## config.mk

```make
export PLATFORM = sky130hd
export DESIGN_NAME = turn_tracker
export DESIGN_NICKNAME = d
export VERILOG_FILES = /design/src/rtl/turn_tracker_pkg.sv /design/src/rtl/step_backlog.sv /design/src/rtl/pos_sequencer.sv /design/src/rtl/ripple_flag.sv /design/src/rtl/rev_gate.sv /design/src/rtl/turn_tracker.sv
export SDC_FILE = /design/constraint.sdc
export NUM_CORES = 1
export LEC_CHECK = 0
export ABC_CLOCK_PERIOD_IN_PS = 9520
export BUFFER_PORTS_ARGS = -buffer_cell sky130_fd_sc_hd__buf_2
export CAP_MARGIN = 20
export CORE_ASPECT_RATIO = 1.25
export CORE_MARGIN = 5
export CORE_UTILIZATION = 50
export DETAILED_ROUTE_END_ITERATION = 16
export MAX_ROUTING_LAYER = met4
export PLACE_DENSITY = 0.72
export SYNTH_ARGS = -nofsm -noshare
export SYNTH_HDL_FRONTEND = slang
export SYNTH_SLANG_ARGS = --single-unit
```

## constraint.sdc

```tcl
create_clock -name clk -period 9.52 [get_ports clk]
set_input_delay 2.38 -clock clk [delete_from_list [all_inputs] [get_ports clk]]
set_output_delay 2.38 -clock clk [all_outputs]
set_load 0.005 [all_outputs]
```

## src/rtl/turn_tracker_pkg.sv

```systemverilog
`timescale 1ns/1ps
package turn_tracker_pkg;

    // Step sequencer phases, one cycle each except ST_PULSE
    typedef enum logic [1:0] {
        ST_IDLE   = 2'd0,
        ST_DIR    = 2'd1,
        ST_SETTLE = 2'd2,
        ST_PULSE  = 2'd3
    } seq_state_e;

    function automatic int ps_to_cycles(input int span_ps, input int clk_ps);
        return (span_ps + clk_ps - 1) / clk_ps;
    endfunction

endpackage

```

## src/rtl/step_backlog.sv

```systemverilog
`timescale 1ns/1ps
module step_backlog #(
    parameter int MAX_BACKLOG = 4
) (
    input  logic clk,
    input  logic rst_n,
    input  logic req_up,
    input  logic req_dn,
    input  logic take,
    output logic pending,
    output logic want_up
);
    localparam int BW = $clog2(MAX_BACKLOG + 1) + 1;

    logic signed [BW-1:0] net_q;
    logic signed [BW-1:0] net_d;
    int                   sum;

    always_comb begin
        sum = int'(net_q);
        if (take) begin
            sum = (net_q > 0) ? sum - 1 : sum + 1;
        end
        if (req_up && !req_dn) begin
            sum = sum + 1;
        end else if (req_dn && !req_up) begin
            sum = sum - 1;
        end
        if (sum > MAX_BACKLOG) begin
            sum = MAX_BACKLOG;
        end else if (sum < -MAX_BACKLOG) begin
            sum = -MAX_BACKLOG;
        end
        net_d = BW'(sum);
    end

    always_ff @(posedge clk) begin
        if (!rst_n) begin
            net_q <= '0;
        end else begin
            net_q <= net_d;
        end
    end

    assign pending = (net_q != 0);
    assign want_up = (net_q > 0);

    // backlog never exceeds its limit in either direction
    p_backlog_bound_r10: assert property (@(posedge clk) disable iff (!rst_n)
        (net_q <= MAX_BACKLOG) && (net_q >= -MAX_BACKLOG));

    // a take always removes work that was really queued
    p_take_nonempty_r8: assert property (@(posedge clk) disable iff (!rst_n)
        take |-> pending);

endmodule

```

## src/rtl/pos_sequencer.sv

```systemverilog
`timescale 1ns/1ps
module pos_sequencer
    import turn_tracker_pkg::*;
#(
    parameter int W        = 8,
    parameter int BUSY_CYC = 80
) (
    input  logic         clk,
    input  logic         rst_n,
    input  logic         pending,
    input  logic         want_up,
    output logic         take,
    output logic         dir_flip,
    output logic         wrap_now,
    output logic         rise_now,
    output logic [W-1:0] pos,
    output logic         dir,
    output logic         busy
);
    localparam int CW = $clog2(BUSY_CYC + 1);

    seq_state_e    state_q;
    seq_state_e    state_d;
    logic [CW-1:0] cnt_q;
    logic          last_beat;
    logic          step_now;

    assign last_beat = (cnt_q == CW'(BUSY_CYC - 1));
    assign take      = (state_q == ST_IDLE) && pending;
    assign dir_flip  = take && (want_up != dir);
    assign step_now  = (state_q == ST_DIR);
    assign rise_now  = (state_q == ST_SETTLE);
    assign wrap_now  = step_now && (dir ? (&pos) : (~|pos));

    // Next-state logic
    always_comb begin
        state_d = state_q;
        unique case (state_q)
            ST_IDLE:   if (pending)   state_d = ST_DIR;    // take
            ST_DIR:                   state_d = ST_SETTLE; // advance
            ST_SETTLE:                state_d = ST_PULSE;  // strobe
            ST_PULSE:  if (last_beat) state_d = ST_IDLE;   // release
        endcase
    end

    // State register
    always_ff @(posedge clk) begin
        if (!rst_n) begin
            state_q <= ST_IDLE;
        end else begin
            state_q <= state_d;
        end
    end

    // Outputs
    always_ff @(posedge clk) begin
        if (!rst_n) begin
            pos   <= '0;
            dir   <= 1'b1;
            busy  <= 1'b0;
            cnt_q <= '0;
        end else begin
            unique case (state_q)
                ST_IDLE: begin
                    if (take) begin
                        dir <= want_up;
                    end
                end
                ST_DIR: begin
                    pos <= dir ? pos + W'(1) : pos - W'(1);
                end
                ST_SETTLE: begin
                    busy  <= 1'b1;
                    cnt_q <= '0;
                end
                ST_PULSE: begin
                    cnt_q <= cnt_q + CW'(1);
                    if (last_beat) begin
                        busy <= 1'b0;
                    end
                end
            endcase
        end
    end

    // every change of position is a single LSB
    p_single_lsb_r2: assert property (@(posedge clk) disable iff (!rst_n)
        !$stable(pos) |-> (((pos - $past(pos)) == W'(1)) || (($past(pos) - pos) == W'(1))));

    // the position holds while busy is high
    p_pos_quiet_busy_r2: assert property (@(posedge clk) disable iff (!rst_n)
        (busy && $past(busy)) |-> $stable(pos));

    // a direction change never coincides with a position change or busy
    p_dir_leads_r4: assert property (@(posedge clk) disable iff (!rst_n)
        !$stable(dir) |-> ($stable(pos) && !busy));

    // busy rises with position and direction already settled
    p_busy_after_pos_r4: assert property (@(posedge clk) disable iff (!rst_n)
        $rose(busy) |-> ($stable(pos) && $stable(dir)));

endmodule

```

## src/rtl/ripple_flag.sv

```systemverilog
`timescale 1ns/1ps
module ripple_flag #(
    parameter int RIP_CYC = 60
) (
    input  logic clk,
    input  logic rst_n,
    input  logic set_now,
    input  logic busy,
    input  logic dir_flip,
    input  logic rise_now,
    output logic ripple
);
    localparam int AW = $clog2(RIP_CYC + 1);

    logic [AW-1:0] age_q;
    logic          hold_q;
    logic          seen_q;
    logic          wide_enough;

    assign wide_enough = (age_q >= AW'(RIP_CYC));

    // Flag and its age
    always_ff @(posedge clk) begin
        if (!rst_n) begin
            ripple <= 1'b0;
            age_q  <= '0;
        end else if (set_now) begin
            ripple <= 1'b1;
            age_q  <= AW'(1);
        end else if (ripple) begin
            if (!wide_enough) begin
                age_q <= age_q + AW'(1);
            end
            if (!dir_flip && wide_enough && !busy && !hold_q) begin
                ripple <= 1'b0;
            end
        end
    end

    // Hold after a direction change: release on the second stable busy rise
    always_ff @(posedge clk) begin
        if (!rst_n) begin
            hold_q <= 1'b0;
            seen_q <= 1'b0;
        end else if (ripple && dir_flip) begin
            hold_q <= 1'b1;
            seen_q <= 1'b0;
        end else if (hold_q && rise_now) begin
            if (seen_q) begin
                hold_q <= 1'b0;
            end
            seen_q <= ~seen_q;
        end
    end

    // ripple only clears once busy is low and no hold is pending
    p_clear_quiet_r6: assert property (@(posedge clk) disable iff (!rst_n)
        $fell(ripple) |-> (!$past(busy) && !$past(hold_q)));

    // while a hold is active, ripple stays high
    p_hold_keeps_r7: assert property (@(posedge clk) disable iff (!rst_n)
        hold_q |-> ripple);

endmodule

```

## src/rtl/rev_gate.sv

```systemverilog
`timescale 1ns/1ps
module rev_gate #(
    parameter bit EN = 1'b1
) (
    input  logic clk,
    input  logic rst_n,
    input  logic set_now,
    input  logic rise_now,
    input  logic dir,
    input  logic ripple,
    output logic rev_up,
    output logic rev_dn
);
    generate
        if (EN) begin : g_gate
            logic armed_q;

            always_ff @(posedge clk) begin
                if (!rst_n) begin
                    armed_q <= 1'b0;
                    rev_up  <= 1'b0;
                    rev_dn  <= 1'b0;
                end else begin
                    rev_up <= 1'b0;
                    rev_dn <= 1'b0;
                    if (set_now) begin
                        armed_q <= 1'b1;
                    end else if (rise_now) begin
                        rev_up  <= armed_q && ripple && dir;
                        rev_dn  <= armed_q && ripple && !dir;
                        armed_q <= 1'b0;
                    end
                end
            end

            // never both directions at once
            p_rev_exclusive_r9: assert property (@(posedge clk) disable iff (!rst_n)
                $onehot0({rev_up, rev_dn}));

            // a strobe lasts a single cycle
            p_rev_single_r9: assert property (@(posedge clk) disable iff (!rst_n)
                (rev_up || rev_dn) |=> !(rev_up || rev_dn));
        end else begin : g_off
            logic unused_in;
            assign unused_in = ^{clk, rst_n, set_now, rise_now, dir, ripple};
            assign rev_up    = 1'b0;
            assign rev_dn    = 1'b0;
        end
    endgenerate

endmodule

```

## src/rtl/turn_tracker.sv

```systemverilog
`timescale 1ns/1ps
module turn_tracker
    import turn_tracker_pkg::*;
#(
    parameter int W           = 8,
    parameter int CLK_PS      = 5000,
    parameter int BUSY_PS     = 400000,
    parameter int RIPPLE_PS   = 300000,
    parameter int MAX_BACKLOG = 4,
    parameter bit REV_EN      = 1'b1
) (
    input  logic         clk,
    input  logic         rst_n,
    input  logic         step_up,
    input  logic         step_dn,
    output logic [W-1:0] pos,
    output logic         dir,
    output logic         busy,
    output logic         ripple,
    output logic         rev_up,
    output logic         rev_dn
);
    localparam int BUSY_CYC = ps_to_cycles(BUSY_PS, CLK_PS);
    localparam int RIP_CYC  = ps_to_cycles(RIPPLE_PS, CLK_PS);

    logic pending;
    logic want_up;
    logic take;
    logic dir_flip;
    logic wrap_now;
    logic rise_now;

    step_backlog #(.MAX_BACKLOG(MAX_BACKLOG)) u_backlog (
        .clk     (clk),
        .rst_n   (rst_n),
        .req_up  (step_up),
        .req_dn  (step_dn),
        .take    (take),
        .pending (pending),
        .want_up (want_up)
    );

    pos_sequencer #(.W(W), .BUSY_CYC(BUSY_CYC)) u_seq (
        .clk      (clk),
        .rst_n    (rst_n),
        .pending  (pending),
        .want_up  (want_up),
        .take     (take),
        .dir_flip (dir_flip),
        .wrap_now (wrap_now),
        .rise_now (rise_now),
        .pos      (pos),
        .dir      (dir),
        .busy     (busy)
    );

    ripple_flag #(.RIP_CYC(RIP_CYC)) u_ripple (
        .clk      (clk),
        .rst_n    (rst_n),
        .set_now  (wrap_now),
        .busy     (busy),
        .dir_flip (dir_flip),
        .rise_now (rise_now),
        .ripple   (ripple)
    );

    rev_gate #(.EN(REV_EN)) u_rev (
        .clk      (clk),
        .rst_n    (rst_n),
        .set_now  (wrap_now),
        .rise_now (rise_now),
        .dir      (dir),
        .ripple   (ripple),
        .rev_up   (rev_up),
        .rev_dn   (rev_dn)
    );

    // first cycle out of reset shows the reset state
    p_reset_state_r1: assert property (@(posedge clk) disable iff (!rst_n)
        $rose(rst_n) |-> ((pos == '0) && dir && !busy && !ripple && !rev_up && !rev_dn));

    // ripple only rises on a position at the major carry
    p_wrap_only_r5: assert property (@(posedge clk) disable iff (!rst_n)
        $rose(ripple) |-> ((pos == '0) || (&pos)));

    // a revolution strobe sits inside busy with ripple high
    p_rev_inside_r9: assert property (@(posedge clk) disable iff (!rst_n)
        (rev_up || rev_dn) |-> (busy && ripple));

endmodule

```

==> summary.txt <==
Run status
  – Status: complete, no violations

Critical path
  – Worst Setup SP: u_backlog.net_q[3]
  – CP Capture Type: flop
  – Buffers plus inverters on the worst setup path: 0
  – WP data arrival: 4670 ps
  – Worst Path Max Fanout: 17
  – Cell Chain, Critical Path: nor2_1 -> o21ai_0 -> nand2_1 -> ha_1 -> nand2b_1 -> o211ai_2 -> a22oi_2 -> nor2_1 -> nand4_1 -> ha_1 -> or4b_1 -> a32oi_1 -> nand4_1 -> or4_4 -> a221oi_2
  – Reg2Reg Depth: 15
  – Cell count along the critical path: 15
  – Crit path required time: 9730 ps
  – Top delay family on crit path: simple AND/OR/NAND/NOR gates
  – Critical Path Source Type: flop
  – R2R Path Start: u_backlog.net_q[3]
  – Slowest cell delay on critical path: 730 ps
  – Kind of critical path: flop to flop
  – R2r setup slk: 5070 ps
  – Slowest-stage cell, CP: dfxtp_1

Power and ir drop
  – Static leakage: 1.180 nW
  – Peak VDD IR: 0.09103 mV
  – Total power: 0.6363 mW
  – Pwr dens: 217.0 nW/um^2

Drt
  – Pre-antenna DRT Iters: 4
  – Post-DR vias/cell: 5.907
  – Initial drt markers: 116
  – Per-cell routed wire length: 14.80 um
  – Total number of vias: 2422
  – Drt drc: 0
  – Final ANT Viol Nets: 0
  – Drt total wl: 6.069 mm

Cells and area
  – Fin nets: 376
  – Core Util, Final: 54.26%
  – Ratio of cells with drive above 1 in the final layout: 12.43%
  – Final Instance Area: 2933 sq um
  – Fillers: 512
  – Synth-to-Final Area Change: 6.691%
  – N_diodes: 0

Placed design
  – Dpl cell area: 2820 sq um
  – Port-buffer cells: 16
  – Post-DP HPWL: 4.590 mm
  – Gpl congestion: 0.8838

Global route
  – Largest net degree at the start of global routing: 27
  – GRT overflow: 0
  – Vias in the first global route: 2134
  – Tot GR Track Use: 17.26%
  – First-pass GRT wire length: 9.894 mm
  – Initial antenna violation count: 0

Clock tree
  – Hold Buf Count CTS: 0
  – Post-CTS setup repair buffer count: 0
  – CTS clk-pin slew, worst paths: 80 ps
  – TritonCTS buffer count: 5
  – H-tree depth: 2
  – Post-cts sizing count: 0
  – Root buf cell: clkbuf_8
  – TritonCTS clock tree: built
  – Clk buf depth: 2
  – Worst-Skew Late Latency: 290 ps
  – Clk sinks: 35

Timing
  – Min cycle time layout: 4453 ps
  – Count of pins over their slew limit: 0
  – Worst hold slack: 475.4 ps
  – Final Setup Violations: 0
  – Clock Skews: 6.325 ps
  – RSZ-0062 raised after global routing: no
  – Final hold vios: 0
  – Fmax: 224.6 MHz
  – Worst Tran Pin Value: 703.4 ps
  – Period utilisation layout: 46.77%
  – Relative slew slack: 53.06%
  – TNS Setup: 0 ps

Logic synthesis
  – Yosys top cell area share: 25.49%
  – Post-synthesis sequential area ratio: 25.49%
  – Post-synth top cells: 38 x nand2_1, 35 x dfxtp_1, 32 x nor2_1
  – Syn Area/Cell: 8.061 sq um
  – #FFs+latches synth: 35
  – Mapped Nets: 372
  – YS warnings: 0
  – Count leader, synth: nand2_1
  – Syn Inst Count: 341
  – Post-synthesis cell type count: 63
  – Yosys top cell by area: dfxtp_1
  – Number of synthesized flops with an enable pin: 0
  – Mapped Area: 2749 sq um
  – Post-synth ARST share: 0%
  – Synth area leaders: dfxtp_1 25%, ha_1 12%, nand2_1 5.2%, a21oi_1 4.6%, nor2_1 4.4%
  – Most used DFF post-synth: dfxtp_1

Worst hold path
  – Hold crit path type: flop to flop
  – WHS Path Cells: 2
  – Hold Path Origin: u_ripple.hold_q

Die
  – Initial core utilization: 50.86%
  – CORE AREA: 5405 sq um
  – # rows: 30
  – Die Y: 92.90 um
  – Die area: 7090 sq um
  – Die Span X: 76.32 um
  – Ports: 17

Run
  – # Max-Cap Violations: 0
## worst min-delay path: stages (launching register included)
cell	delay, ps
dfxtp_1	320
nand2_1	60
a21oi_1	50
## power by group
part           switching, mW  total, mW  internal [mW]  leakage, nW
registers             0.0258      0.190          0.164        0.284
clock network         0.0566      0.135         0.0779       0.0581
logic                  0.182      0.311          0.129        0.838
## routing by layer
metal	GRT usage (%)	wire [um]	part of all wire, %	vias to the layer above
met2	29.79	3011	50	42
met5	-	0	0	-
met1	19.92	2723	45	1125
met4	8.309	200	3.3	0
li1	-	-	-	1236
met3	1.848	133	2.2	19
## state kept, by name, summed over array words and instances, names as in the netlist
register / flops
u_backlog.net_q: 4
u_rev.g_gate.armed_q: 1
u_rev.rev_dn: 1
u_rev.rev_up: 1
u_ripple.age_q: 6
u_ripple.hold_q: 1
u_ripple.ripple: 1
u_ripple.seen_q: 1
u_seq.busy: 1
u_seq.cnt_q: 7
u_seq.dir: 1
u_seq.pos: 8
u_seq.state_q: 2
## layout by cell type, fill, tap and decap left out, types with 5 or more instances in the layout
master	n
nand2_1	38
o21bai_1	5
mux2i_1	11
clkbuf_8	5
xor2_1	5
a21oi_1	25
nand3_1	8
dfxtp_1	35
nand2b_1	5
xnor2_1	12
nor2_1	32
nand4_1	12
o21ai_0	13
ha_1	26
nor3_1	6
inv_1	16
buf_2	16
## metrics by stage
step	cells	setup WS [ps]
floorplan	341	5357
global placement	402	4894
detailed placement	402	4869
CTS	410	5080
global route	410	4833
finish	410	5067
## cell families after synthesis
group           after synthesis  synth area share, %
mux                          11                4.006
compound gates               85                22.80
flops                        35                25.49
fa+ha+maj                    27                12.56
buf+inv                      36                5.553
simple gates                130                24.17
xor+xnor                     17                5.416
## cell type report
class | instances | area (sq um) | share of cell area [%]
Inverter | 17 | 63.81 | 2.176
Multi-Input combinational cell | 270 | 1896 | 64.63
Tap cell | 64 | 80.08 | 2.730
Clock inverter | 3 | 43.79 | 1.493
Clock buffer | 5 | 68.82 | 2.346
Sequential cell | 35 | 700.7 | 23.89
Timing Repair Buffer | 16 | 80.08 | 2.730
## path summary, 6_finish.rpt
path / to
min: u_ripple.hold_q
min reg2reg: u_ripple.hold_q
max: u_backlog.net_q[1]
max reg2reg: u_backlog.net_q[1]
(Power assumes the default switching activity.)
